### src/rtl/wg_pkg.sv
package wg_pkg;

    typedef enum logic [2:0] {
        ST_IDLE,
        ST_LOW,
        ST_HIGH,
        ST_WAIT,
        ST_PULSE,
        ST_FAULT
    } wg_state_e;

    localparam logic [1:0] ADDR_LOW  = 2'd0;
    localparam logic [1:0] ADDR_HIGH = 2'd1;
    localparam logic [1:0] ADDR_CTRL = 2'd2;

    typedef struct packed {
        logic sync;
        logic clk_action;
    } wg_ctrl_t;

endpackage

### src/rtl/wg_regs.sv
module wg_regs
    import wg_pkg::*;
#(
    parameter int               IVL_W    = 32,
    parameter logic [IVL_W-1:0] DEF_LOW  = '0,
    parameter logic [IVL_W-1:0] DEF_HIGH = IVL_W'(1000)
) (
    input  logic             clk,
    input  logic             rst_n,
    input  logic             wr_en,
    input  logic [1:0]       wr_addr,
    input  logic [IVL_W-1:0] wr_data,
    output logic [IVL_W-1:0] low_ivl,
    output logic [IVL_W-1:0] high_ivl,
    output wg_ctrl_t         ctrl
);

    always_ff @(posedge clk) begin
        if (!rst_n) begin
            low_ivl  <= DEF_LOW;
            high_ivl <= DEF_HIGH;
            ctrl     <= '0;
        end else if (wr_en) begin
            case (wr_addr)
                ADDR_LOW:  low_ivl  <= wr_data;
                ADDR_HIGH: high_ivl <= wr_data;
                ADDR_CTRL: ctrl     <= wg_ctrl_t'(wr_data[1:0]);
                default:   ;
            endcase
        end
    end

    AST_CTRL_WRITE: assert property (@(posedge clk) disable iff (!rst_n)
        (wr_en && wr_addr == ADDR_CTRL) |=> (ctrl.clk_action == $past(wr_data[0])));

endmodule

### src/rtl/wg_limits.sv
module wg_limits
    import wg_pkg::*;
#(
    parameter int               IVL_W      = 32,
    parameter int               NS_PER_SEC = 1_000_000_000,
    parameter logic [IVL_W-1:0] MIN_IVL    = IVL_W'(6),
    parameter logic [IVL_W-1:0] MAX_IVL    = IVL_W'(32'h3FFF_FFFF)
) (
    input  logic [IVL_W-1:0] low_ivl,
    input  logic [IVL_W-1:0] high_ivl,
    input  wg_ctrl_t         ctrl,
    output logic             cfg_ok
);

    localparam logic [IVL_W-1:0] NS_LIM = IVL_W'(NS_PER_SEC);

    logic free_ok;
    logic sync_ok;

    always_comb begin
        free_ok = (low_ivl > MIN_IVL) && (low_ivl <= MAX_IVL) &&
                  (high_ivl > MIN_IVL) && (high_ivl <= MAX_IVL);
        sync_ok = (low_ivl < NS_LIM) && (high_ivl != '0) && (high_ivl < NS_LIM);
        cfg_ok  = ctrl.sync ? sync_ok : free_ok;
    end

endmodule

### src/rtl/wg_fsm.sv
module wg_fsm
    import wg_pkg::*;
#(
    parameter int               IVL_W   = 32,
    parameter int               NS_W    = 30,
    parameter logic [IVL_W-1:0] MIN_IVL = IVL_W'(6),
    parameter logic [IVL_W-1:0] MAX_IVL = IVL_W'(32'h3FFF_FFFF)
) (
    input  logic             clk,
    input  logic             rst_n,
    input  logic             tick,
    input  logic [NS_W-1:0]  tod_nsec,
    input  logic [IVL_W-1:0] cfg_low,
    input  logic [IVL_W-1:0] cfg_high,
    input  wg_ctrl_t         cfg_ctrl,
    input  logic             cfg_ok,
    output logic             wave_out,
    output logic             cfg_err
);

    localparam logic [IVL_W-1:0] ONE = IVL_W'(1);

    wg_state_e        st_q, st_d;
    logic             do_eval;
    logic [IVL_W-1:0] lo_q, hi_q, cnt_q;
    logic             sync_q;
    logic             cnt_done;
    logic             phase_hit;

    assign cnt_done  = tick && (cnt_q == '0);
    assign phase_hit = tick && ({{(IVL_W-NS_W){1'b0}}, tod_nsec} == lo_q);

    // next state
    always_comb begin
        st_d    = st_q;
        do_eval = 1'b0;
        if (!cfg_ctrl.clk_action) begin
            st_d = ST_IDLE;
        end else begin
            unique case (st_q)
                ST_IDLE, ST_FAULT: do_eval = 1'b1;
                ST_LOW:   if (cnt_done)  st_d = ST_HIGH;
                ST_HIGH:  if (cnt_done)  do_eval = 1'b1;
                ST_WAIT:  if (phase_hit) st_d = ST_PULSE;
                ST_PULSE: if (cnt_done)  do_eval = 1'b1;
                default:  st_d = ST_IDLE;
            endcase
            if (do_eval) begin
                if (!cfg_ok)            st_d = ST_FAULT;
                else if (cfg_ctrl.sync) st_d = ST_WAIT;
                else                    st_d = ST_LOW;
            end
        end
    end

    // state register
    always_ff @(posedge clk) begin
        if (!rst_n) st_q <= ST_IDLE;
        else        st_q <= st_d;
    end

    // active configuration and interval counter
    always_ff @(posedge clk) begin
        if (!rst_n) begin
            lo_q   <= '0;
            hi_q   <= '0;
            sync_q <= 1'b0;
            cnt_q  <= '0;
        end else if (do_eval && cfg_ok) begin
            lo_q   <= cfg_low;
            hi_q   <= cfg_high;
            sync_q <= cfg_ctrl.sync;
            cnt_q  <= cfg_low - ONE;
        end else if ((st_q == ST_LOW && st_d == ST_HIGH) ||
                     (st_q == ST_WAIT && st_d == ST_PULSE)) begin
            cnt_q <= hi_q - ONE;
        end else if (tick && cnt_q != '0 &&
                     (st_q == ST_LOW || st_q == ST_HIGH || st_q == ST_PULSE)) begin
            cnt_q <= cnt_q - ONE;
        end
    end

    // outputs
    always_comb begin
        wave_out = (st_q == ST_HIGH) || (st_q == ST_PULSE);
        cfg_err  = (st_q == ST_FAULT);
    end

    AST_IDLE_LOW: assert property (@(posedge clk) disable iff (!rst_n)
        !cfg_ctrl.clk_action |=> !wave_out);

    AST_TICK_ONLY: assert property (@(posedge clk) disable iff (!rst_n)
        (!$stable(wave_out) && $past(cfg_ctrl.clk_action)) |-> $past(tick));

    AST_CNT_BOUND: assert property (@(posedge clk) disable iff (!rst_n)
        (st_q == ST_LOW) |-> (cnt_q < lo_q));

    AST_WIDTH_BOUND: assert property (@(posedge clk) disable iff (!rst_n)
        (st_q == ST_HIGH || st_q == ST_PULSE) |-> (cnt_q < hi_q));

    AST_ACTIVE_VALID: assert property (@(posedge clk) disable iff (!rst_n)
        (st_q == ST_LOW || st_q == ST_HIGH) |->
        (lo_q > MIN_IVL && lo_q <= MAX_IVL && hi_q > MIN_IVL && hi_q <= MAX_IVL));

    AST_PHASE_ALIGN: assert property (@(posedge clk) disable iff (!rst_n)
        ($rose(wave_out) && $past(sync_q)) |->
        ({{(IVL_W-NS_W){1'b0}}, $past(tod_nsec)} == $past(lo_q)));

endmodule

### src/rtl/tod_wavegen.sv
module tod_wavegen
    import wg_pkg::*;
#(
    parameter int               IVL_W      = 32,
    parameter int               NS_PER_SEC = 1_000_000_000,
    parameter int               NS_W       = $clog2(NS_PER_SEC),
    parameter logic [IVL_W-1:0] MIN_IVL    = IVL_W'(6),
    parameter logic [IVL_W-1:0] MAX_IVL    = IVL_W'(32'h3FFF_FFFF),
    parameter logic [IVL_W-1:0] DEF_LOW    = '0,
    parameter logic [IVL_W-1:0] DEF_HIGH   = IVL_W'(1000)
) (
    input  logic             clk,
    input  logic             rst_n,
    input  logic             wr_en,
    input  logic [1:0]       wr_addr,
    input  logic [IVL_W-1:0] wr_data,
    input  logic [NS_W-1:0]  tod_nsec,
    input  logic             tod_tick,
    output logic             wave_out,
    output logic             cfg_err
);

    logic [IVL_W-1:0] low_ivl, high_ivl;
    wg_ctrl_t         ctrl;
    logic             cfg_ok;

    wg_regs #(
        .IVL_W   (IVL_W),
        .DEF_LOW (DEF_LOW),
        .DEF_HIGH(DEF_HIGH)
    ) u_regs (
        .clk     (clk),
        .rst_n   (rst_n),
        .wr_en   (wr_en),
        .wr_addr (wr_addr),
        .wr_data (wr_data),
        .low_ivl (low_ivl),
        .high_ivl(high_ivl),
        .ctrl    (ctrl)
    );

    wg_limits #(
        .IVL_W     (IVL_W),
        .NS_PER_SEC(NS_PER_SEC),
        .MIN_IVL   (MIN_IVL),
        .MAX_IVL   (MAX_IVL)
    ) u_limits (
        .low_ivl (low_ivl),
        .high_ivl(high_ivl),
        .ctrl    (ctrl),
        .cfg_ok  (cfg_ok)
    );

    wg_fsm #(
        .IVL_W  (IVL_W),
        .NS_W   (NS_W),
        .MIN_IVL(MIN_IVL),
        .MAX_IVL(MAX_IVL)
    ) u_fsm (
        .clk     (clk),
        .rst_n   (rst_n),
        .tick    (tod_tick),
        .tod_nsec(tod_nsec),
        .cfg_low (low_ivl),
        .cfg_high(high_ivl),
        .cfg_ctrl(ctrl),
        .cfg_ok  (cfg_ok),
        .wave_out(wave_out),
        .cfg_err (cfg_err)
    );

endmodule

### config.mk
export PLATFORM = sky130hd
export DESIGN_NAME = tod_wavegen
export DESIGN_NICKNAME = d
export VERILOG_FILES = /design/src/rtl/wg_pkg.sv /design/src/rtl/wg_regs.sv /design/src/rtl/wg_limits.sv /design/src/rtl/wg_fsm.sv /design/src/rtl/tod_wavegen.sv
export SDC_FILE = /design/constraint.sdc
export NUM_CORES = 1
export LEC_CHECK = 0
export ABC_AREA = 1
export BUFFER_PORTS_ARGS = -buffer_cell sky130_fd_sc_hd__buf_2
export CAP_MARGIN = 30
export CORE_MARGIN = 3
export CORE_UTILIZATION = 34
export DETAILED_ROUTE_END_ITERATION = 6
export GPL_ROUTABILITY_DRIVEN = 0
export PLACE_DENSITY_LB_ADDON = 0.1
export SLEW_MARGIN = 15
export SYNTH_ARGS = -nofsm -noshare
export SYNTH_HDL_FRONTEND = slang
export SYNTH_HIERARCHICAL = 1
export SYNTH_SLANG_ARGS = --single-unit
### constraint.sdc
create_clock -name clk -period 3.34 [get_ports clk]
set_clock_uncertainty 0.2 [all_clocks]
set_input_delay 0.334 -clock clk [delete_from_list [all_inputs] [get_ports clk]]
set_output_delay 0.334 -clock clk [all_outputs]
set_load 0.05 [all_outputs]
After elaboration in Yosys (flattened, before gate mapping)
Index checks and enable logic that the tools add are counted.
- add/subtract/negate cells: 3
- order comparisons: 6
- equality and inequality tests: 10
- mux-type cells: 15
- reductions and logical operators: 28
- operators with widths (kind ; count):
    32-bit two-way mux ; 3
    32-bit by 1-bit subtractor with 32-bit output, second input constant ; 3
    32-bit by 3-bit greater-than comparator with 1-bit output, second input constant ; 2
    32-bit by 30-bit less-or-equal comparator with 1-bit output, second input constant ; 2
    32-bit by 30-bit < comparator with 1-bit output, second input constant ; 2
    32-bit nonzero test ; 2
    30-bit by 32-bit == test with 1-bit output ; 1
    32-bit logical NOT ; 1
    3-bit two-way mux ; 5
    1-bit logical AND ; 12
    3-bit by 2-bit == test with 1-bit output, second input constant ; 3
    3-bit == test, second input constant ; 3
    3-bit case mux with 3 select lines ; 1
    2-bit AND reduction ; 3
    1-bit logical OR ; 4
    1-bit two-way mux ; 4
    2-bit OR reduction ; 2
    4-bit OR reduction ; 1
    3-bit by 1-bit == test with 1-bit output, second input constant ; 1
    3-bit logical NOT ; 1
    3-bit nonzero test ; 1
    2-bit by 1-bit == test with 1-bit output, second input constant ; 1
    2-bit == test, second input constant ; 1
    2-bit logical NOT ; 1
    other kinds (2) ; 2
- register bits after elaboration: 165
- bits of input ports: 68
- output and inout port bits: 2
- word-level logic and storage cells: 70

Logic depth before layout (Yosys ltp)
- depth after elaboration: 13
- gate-level depth with buffers: 30

Modules after synthesis
Netlist, hierarchy kept.
- modules (own cells, without submodules) (module ; times used ; cells each ; area each (µm²) ; sequential area each (µm²)):
    wg_fsm ; 1 ; 1028 ; 6241.0 ; 1981.9
    wg_regs ; 1 ; 417 ; 2783.9 ; 1321.3
    wg_limits ; 1 ; 113 ; 495.5 ; 0.0

Worst setup path before layout
No wires, ideal clock.
- path type: flip-flop to flip-flop
- start point: register u_fsm.st_q[1]
- end point: register u_fsm.cnt_q[26]
- setup time: 64 ps
- data arrival time: 3371 ps
- required time: 3076 ps
- setup slack: -295 ps
- cell stages (with the launch flop): 24
- path buffers: 2
- cells stage by stage: dfxtp_1 -> buf_4 -> o21ai_1 -> a21oi_1 -> nand3_2 -> nand2_2 -> nand4_1 -> nand2_1 -> nand2_2 -> nand2_4 -> buf_6 -> nand3_1 -> nand3_1 -> nand2_1 -> inv_1 -> ha_1 -> nand3_1 -> nor2_1 -> nand3_1 -> nor2_2 -> nand4_1 -> nor2_1 -> nor2_1 -> nor2_1
- cells in the longest elaborated chain, start to end: 11
- elaborated cells between the ends (all ways): 29
- those cells by class: eq/ne: 7; mux: 10; reduce/logical: 12
- RTL lines (what ; RTL line ; text):
    start, declared ; wg_fsm.sv:23 ; wg_state_e st_q, st_d;
    start signal, assigned ; wg_fsm.sv:59 ; else st_q <= st_d;
    3-bit == test, or another cell as far along ; wg_fsm.sv:40, wg_fsm.sv:78 ;
    2-bit OR reduction, on equally long branches ; - ;
    1-bit case mux with 2 select lines ; wg_fsm.sv:40 ; unique case (st_q)
    1-bit two-way mux ; wg_fsm.sv:37 ; if (!cfg_ctrl.clk_action) begin
    3-bit two-way mux ; wg_fsm.sv:48 ; if (do_eval) begin
    3-bit two-way mux ; wg_fsm.sv:37 ;
    3-bit by 2-bit == test with 1-bit output or 3-bit == test (tied branches) ; wg_fsm.sv:74, wg_fsm.sv:75 ;
    1-bit logical AND, on equally long branches ; wg_fsm.sv:74, wg_fsm.sv:75 ;
    1-bit logical OR ; wg_fsm.sv:74 ; end else if ((st_q == ST_LOW && st_d == ST_HIGH) ||
    32-bit two-way mux ; wg_fsm.sv:74 ;
    32-bit two-way mux ; wg_fsm.sv:69 ; end else if (do_eval && cfg_ok) begin
    end signal, assigned ; wg_fsm.sv:73 ; cnt_q <= cfg_low - ONE;
    end signal, assigned ; wg_fsm.sv:76 ; cnt_q <= hi_q - ONE;
    end signal, assigned ; wg_fsm.sv:79 ; cnt_q <= cnt_q - ONE;
    end, declared ; wg_fsm.sv:25 ; logic [IVL_W-1:0] lo_q, hi_q, cnt_q;
Parallel ways exist; a longest one is shown, timed or not. The select of a mux whose other input is x is not followed.
A chain may end at the register's enable or synchronous reset.

Worst setup path in the final report
- start point: register u_fsm.cnt_q[13]
- end point: register u_fsm.cnt_q[26]
- cells in the longest elaborated chain, start to end: 12
- elaborated cells between the ends (all ways): 24
- those cells by class: add/sub: 1; eq/ne: 2; mux: 11; reduce/logical: 10
- RTL lines (what ; RTL line ; text):
    32-bit logical NOT ; wg_fsm.sv:30 ; assign cnt_done = tick && (cnt_q == '0);
    1-bit logical AND ; wg_fsm.sv:30 ;
    1-bit two-way mux ; wg_fsm.sv:43, wg_fsm.sv:45 ;
    1-bit case mux with 2 select lines ; wg_fsm.sv:40 ;
    1-bit two-way mux ; wg_fsm.sv:37 ;
    3-bit two-way mux ; wg_fsm.sv:48 ;
    3-bit two-way mux ; wg_fsm.sv:37 ;
    3-bit by 2-bit == test with 1-bit output or 3-bit == test (tied branches) ; wg_fsm.sv:74, wg_fsm.sv:75 ;
    1-bit logical AND, on equally long branches ; wg_fsm.sv:74, wg_fsm.sv:75 ;
    1-bit logical OR ; wg_fsm.sv:74 ;
    32-bit two-way mux ; wg_fsm.sv:74 ;
    32-bit two-way mux ; wg_fsm.sv:69 ;
Parallel ways exist; a longest one is shown, timed or not. The select of a mux whose other input is x is not followed.

==> summary.txt <==
Logic synthesis
  • Commonest cells in the netlist: 422 x nand2_1, 243 x inv_1, 207 x nor2_1
  • Area share of fa/ha/maj cells after synthesis: 0.131%
  • Synth Cell Area: 9520 um^2
  • Top-count cell post-synth: nand2_1
  • Post-synthesis sequential area ratio: 34.7%
  • Synth top area share: 34.7%
  • Syn nets: 1627
  • Mapped Cells: around 1600
  • Mux share of post-synthesis cell area: 0%
  • Post-synthesis compound-gate area fraction: 10.9%
  • Synth Register Bits: 165
  • XOR/XNOR Fraction of Synth Area: about 1.6%
  • Post-synth EDFFs: 0
  • FFs w/ async S/R, synth: 0%
  • Top post-synthesis cells by area: dfxtp_1 35%, nand2_1 17%, inv_1 9.6%, nor2_1 8.2%, nand3_1 7.4%
  • Largest family of logic cells by synthesized area: simple AND/OR/NAND/NOR gates
  • Yosys Warn Count: 6
  • Yosys cell types: 42
  • Yosys top cell by area: dfxtp_1
  • Ys flop type: dfxtp_1
  • Simple-gate share of the synthesized area: 39.2%
  • Syn Area/Cell: 6.11 um^2

Cells and area
  • Area Growth Syn to Fin: 39.0%
  • Register area: 3320 um^2
  • Multi-input gate area: a little under 6000 um^2
  • Diode count: 0
  • Fin area: 13200 um^2
  • Share of cells above drive strength 1: 27.4%
  • Fill cell count: 2854
  • Nets: 1843

Pwr
  • Combinational share of power: about two fifths
  • Clock power frac: 29.7%
  • Maximum VDD drop: between 200 and 300 uV
  • Sequential Power Share: 32.1%
  • Sw Pwr: 0.00258 W
  • Static Leak: 6.36 nW
  • Final Power: 0.00678 W
  • Int Pwr: 0.00421 W
  • Power Density: roughly 510 nW/um^2
  • Switching part of the total: 38.0%

Route
  • Detail Route Antenna Nets: 0
  • Final Routed Wirelength: 32500 um
  • Wire per inst: approximately 15 um
  • 1st-iter DRT viols: about 740
  • DRT Pass-1 Iters: 5
  • Drt drc: 0
  • Vias per cell: around 4.7
  • Via count: 10100

Clocking
  • H-tree depth: 4
  • CTS Buffer Depth: 2
  • Clk root buf: clkbuf_16
  • CTS buffer count: 17
  • Clock sink total: 165
  • Register clock-pin slew on the reported worst setup and hold paths: 0.08 ns
  • TritonCTS clock tree: done
  • Clock latency on the worst-skew pair: about 0.44 ns

GRT
  • First-pass GRT wire length: roughly 49000 um
  • Initial antenna violation count: 0
  • Largest net degree at the start of global routing: 68
  • Total global-route track usage: 20.4%
  • Vias in the first global route: between 9000 and 10000
  • Grt ovf: 0

Setup path
  • FF-to-FF setup slack: 0.0002 ns
  • CP Max Fanout: 6
  • CP Launch Type: flip-flop
  • R2R depth: 25
  • Reg-to-Reg Start: u_fsm/cnt_q[13]
  • Crit Path Category: flip-flop to flip-flop
  • Reg2reg end: u_fsm/cnt_q[26]
  • CP max stage cell: dfxtp_2
  • CP endpoint: u_fsm/cnt_q[26]
  • CP peak stage delay: around 0.34 ns
  • Critical Path End Type: flip-flop
  • Arrival time worst endpoint: 3.50 ns
  • CP Data Required Time: 3.50 ns
  • CP startpoint: u_fsm/cnt_q[13]

Timing
  • Final Setup Violations: 0
  • Period Utilization, post-route: between 90% and 100%
  • Minimum clock period: 3.34 ns
  • FMAX: 0.299 GHz
  • RSZ-0062 raised after global routing: true
  • Worst slew margin: 58.0%
  • Final hold slack: 0.00911 ns
  • Final Max Slew Viols: 0
  • Hold Violations, Final: 0
  • Worst Tran Pin Value: 0.630 ns

Placement
  • Post-Place Cell Area: 11100 um^2
  • # port buffers: between 60 and 70
  • DP HPWL: 23500 um

Floorplanning
  • Rows: 60
  • Core ar.: 27300 um^2
  • Die width: 173 um
  • Die H: 173 um
  • # IOs: 70
  • Starting Density: 34.9%
  • Die area: approximately 30000 um^2

Min path
  • Hold Path Class: input pin to flip-flop

Status
  • Status: finished clean

Flow run
  • Max cap viols: 0
==> power groups by stage <==
stage	registers, W	clock network [W]	logic [W]
after floorplan	0.00219	0	0.00116
after global placement	0.00221	0	0.00193
after detailed placement	0.00221	0	0.00193
after CTS	0.00217	0.00206	0.00200
after global routing	0.00220	0.00214	0.00280
final	0.00218	0.00202	0.00258
==> timing repair <==
item | CTS | global route
cloned | 0 | 7
gates resized for setup | 17 | 227
pin swaps | 3 | 78
endpoints found under the setup margin | 25 | 29
hold endpoints to repair | 32 | 0
buffers inserted | 3 | 18
hold buffers | 31 | 0
==> worst min-delay path by stage <==
stage,start,endpoint,cells past startpoint
final,wr_data[0],u_regs/ctrl[0],3
after CTS,wr_data[0],u_regs/ctrl[0],3
after floorplan,u_fsm/hi_q[0],u_fsm/hi_q[0],2
after global routing,wr_data[0],u_regs/high_ivl[0],3
after global placement,u_fsm/hi_q[26],u_fsm/hi_q[26],2
after detailed placement,u_fsm/hi_q[20],u_fsm/hi_q[20],2
==> through the flow <==
| step | setup TNS (ns) | instances | setup WS (ns) | util (%) |
|---|---|---|---|---|
| after global routing | -3.18 | 2159 | -0.220 | 48.6 |
| after CTS | -0.0715 | 2134 | -0.0228 | 44.5 |
| after global placement | -5.90 | 2068 | -0.362 | 40.8 |
| final | 0 | 2159 | 0.000195 | 48.6 |
| after floorplan | 0 | 1558 | 0.0638 | - |
| after detailed placement | -5.52 | 2068 | -0.357 | 40.8 |
==> worst max-delay path: cells and delay by family (launching register included) <==
family | cells | cell delay (ns)
simple gates | 22 | 2.26
flops | 1 | 0.34
fa+ha+maj | 1 | 0.18
buf+inv | 2 | 0.28
==> state kept, by name (all words and copies together) (netlist names) <==
signal / flops
u_fsm/hi_q: 32
u_regs/low_ivl: 32
u_regs/high_ivl: 32
u_fsm/cnt_q: 32
u_regs/ctrl: 2
u_fsm/st_q: 3
u_fsm/lo_q: 32
==> layout make-up <==
class,count,area share [%]
clock buffer,17,3.21
clock inverter,15,1.34
inverter,251,7.18
multi-input combinational,1076,43.6
sequential,165,25.1
tap,372,3.52
timing repair buffer,263,16.1
==> cells in the final DEF, fill, tap and decap left out, drive strengths merged, types with 5 or more instances in the layout <==
master       Yosys  final
dfxtp          165    165
inv            247    256
o211ai           5      5
a21oi          107    107
buf             36    228
nor2           236    236
o21ai           71     71
xnor2           13     13
clkbuf          32     21
nand3          150    150
dlygate4sd3      0     31
clkinv           4     10
nand4           12     12
nand2          450    452
==> kinds of logic (layout without fill, tap and decap cells) <==
group                    count (synthesis)  after routing
flip-flops                             165            165
buffers and inverters                  319            546
XOR/XNOR                                17             17
AO/OA/AOI/OAI                          197            197
AND/OR/NAND/NOR                        859            861
adder cells (fa/ha/maj)                  1              1
==> layer usage <==
| metal | part of all wire [%] | GRT usage [%] | vias up | wire (um) |
|---|---|---|---|---|
| met5 | 0 | 0 | - | 0 |
| met4 | 1.4 | 4.53 | 0 | 461 |
| met3 | 3.0 | 2.67 | 20 | 970 |
| met2 | 45 | 31.7 | 186 | 14800 |
| met1 | 50 | 30.1 | 4612 | 16400 |
| li1 | - | - | 5233 | - |
Power figures use the tool's default switching activity.
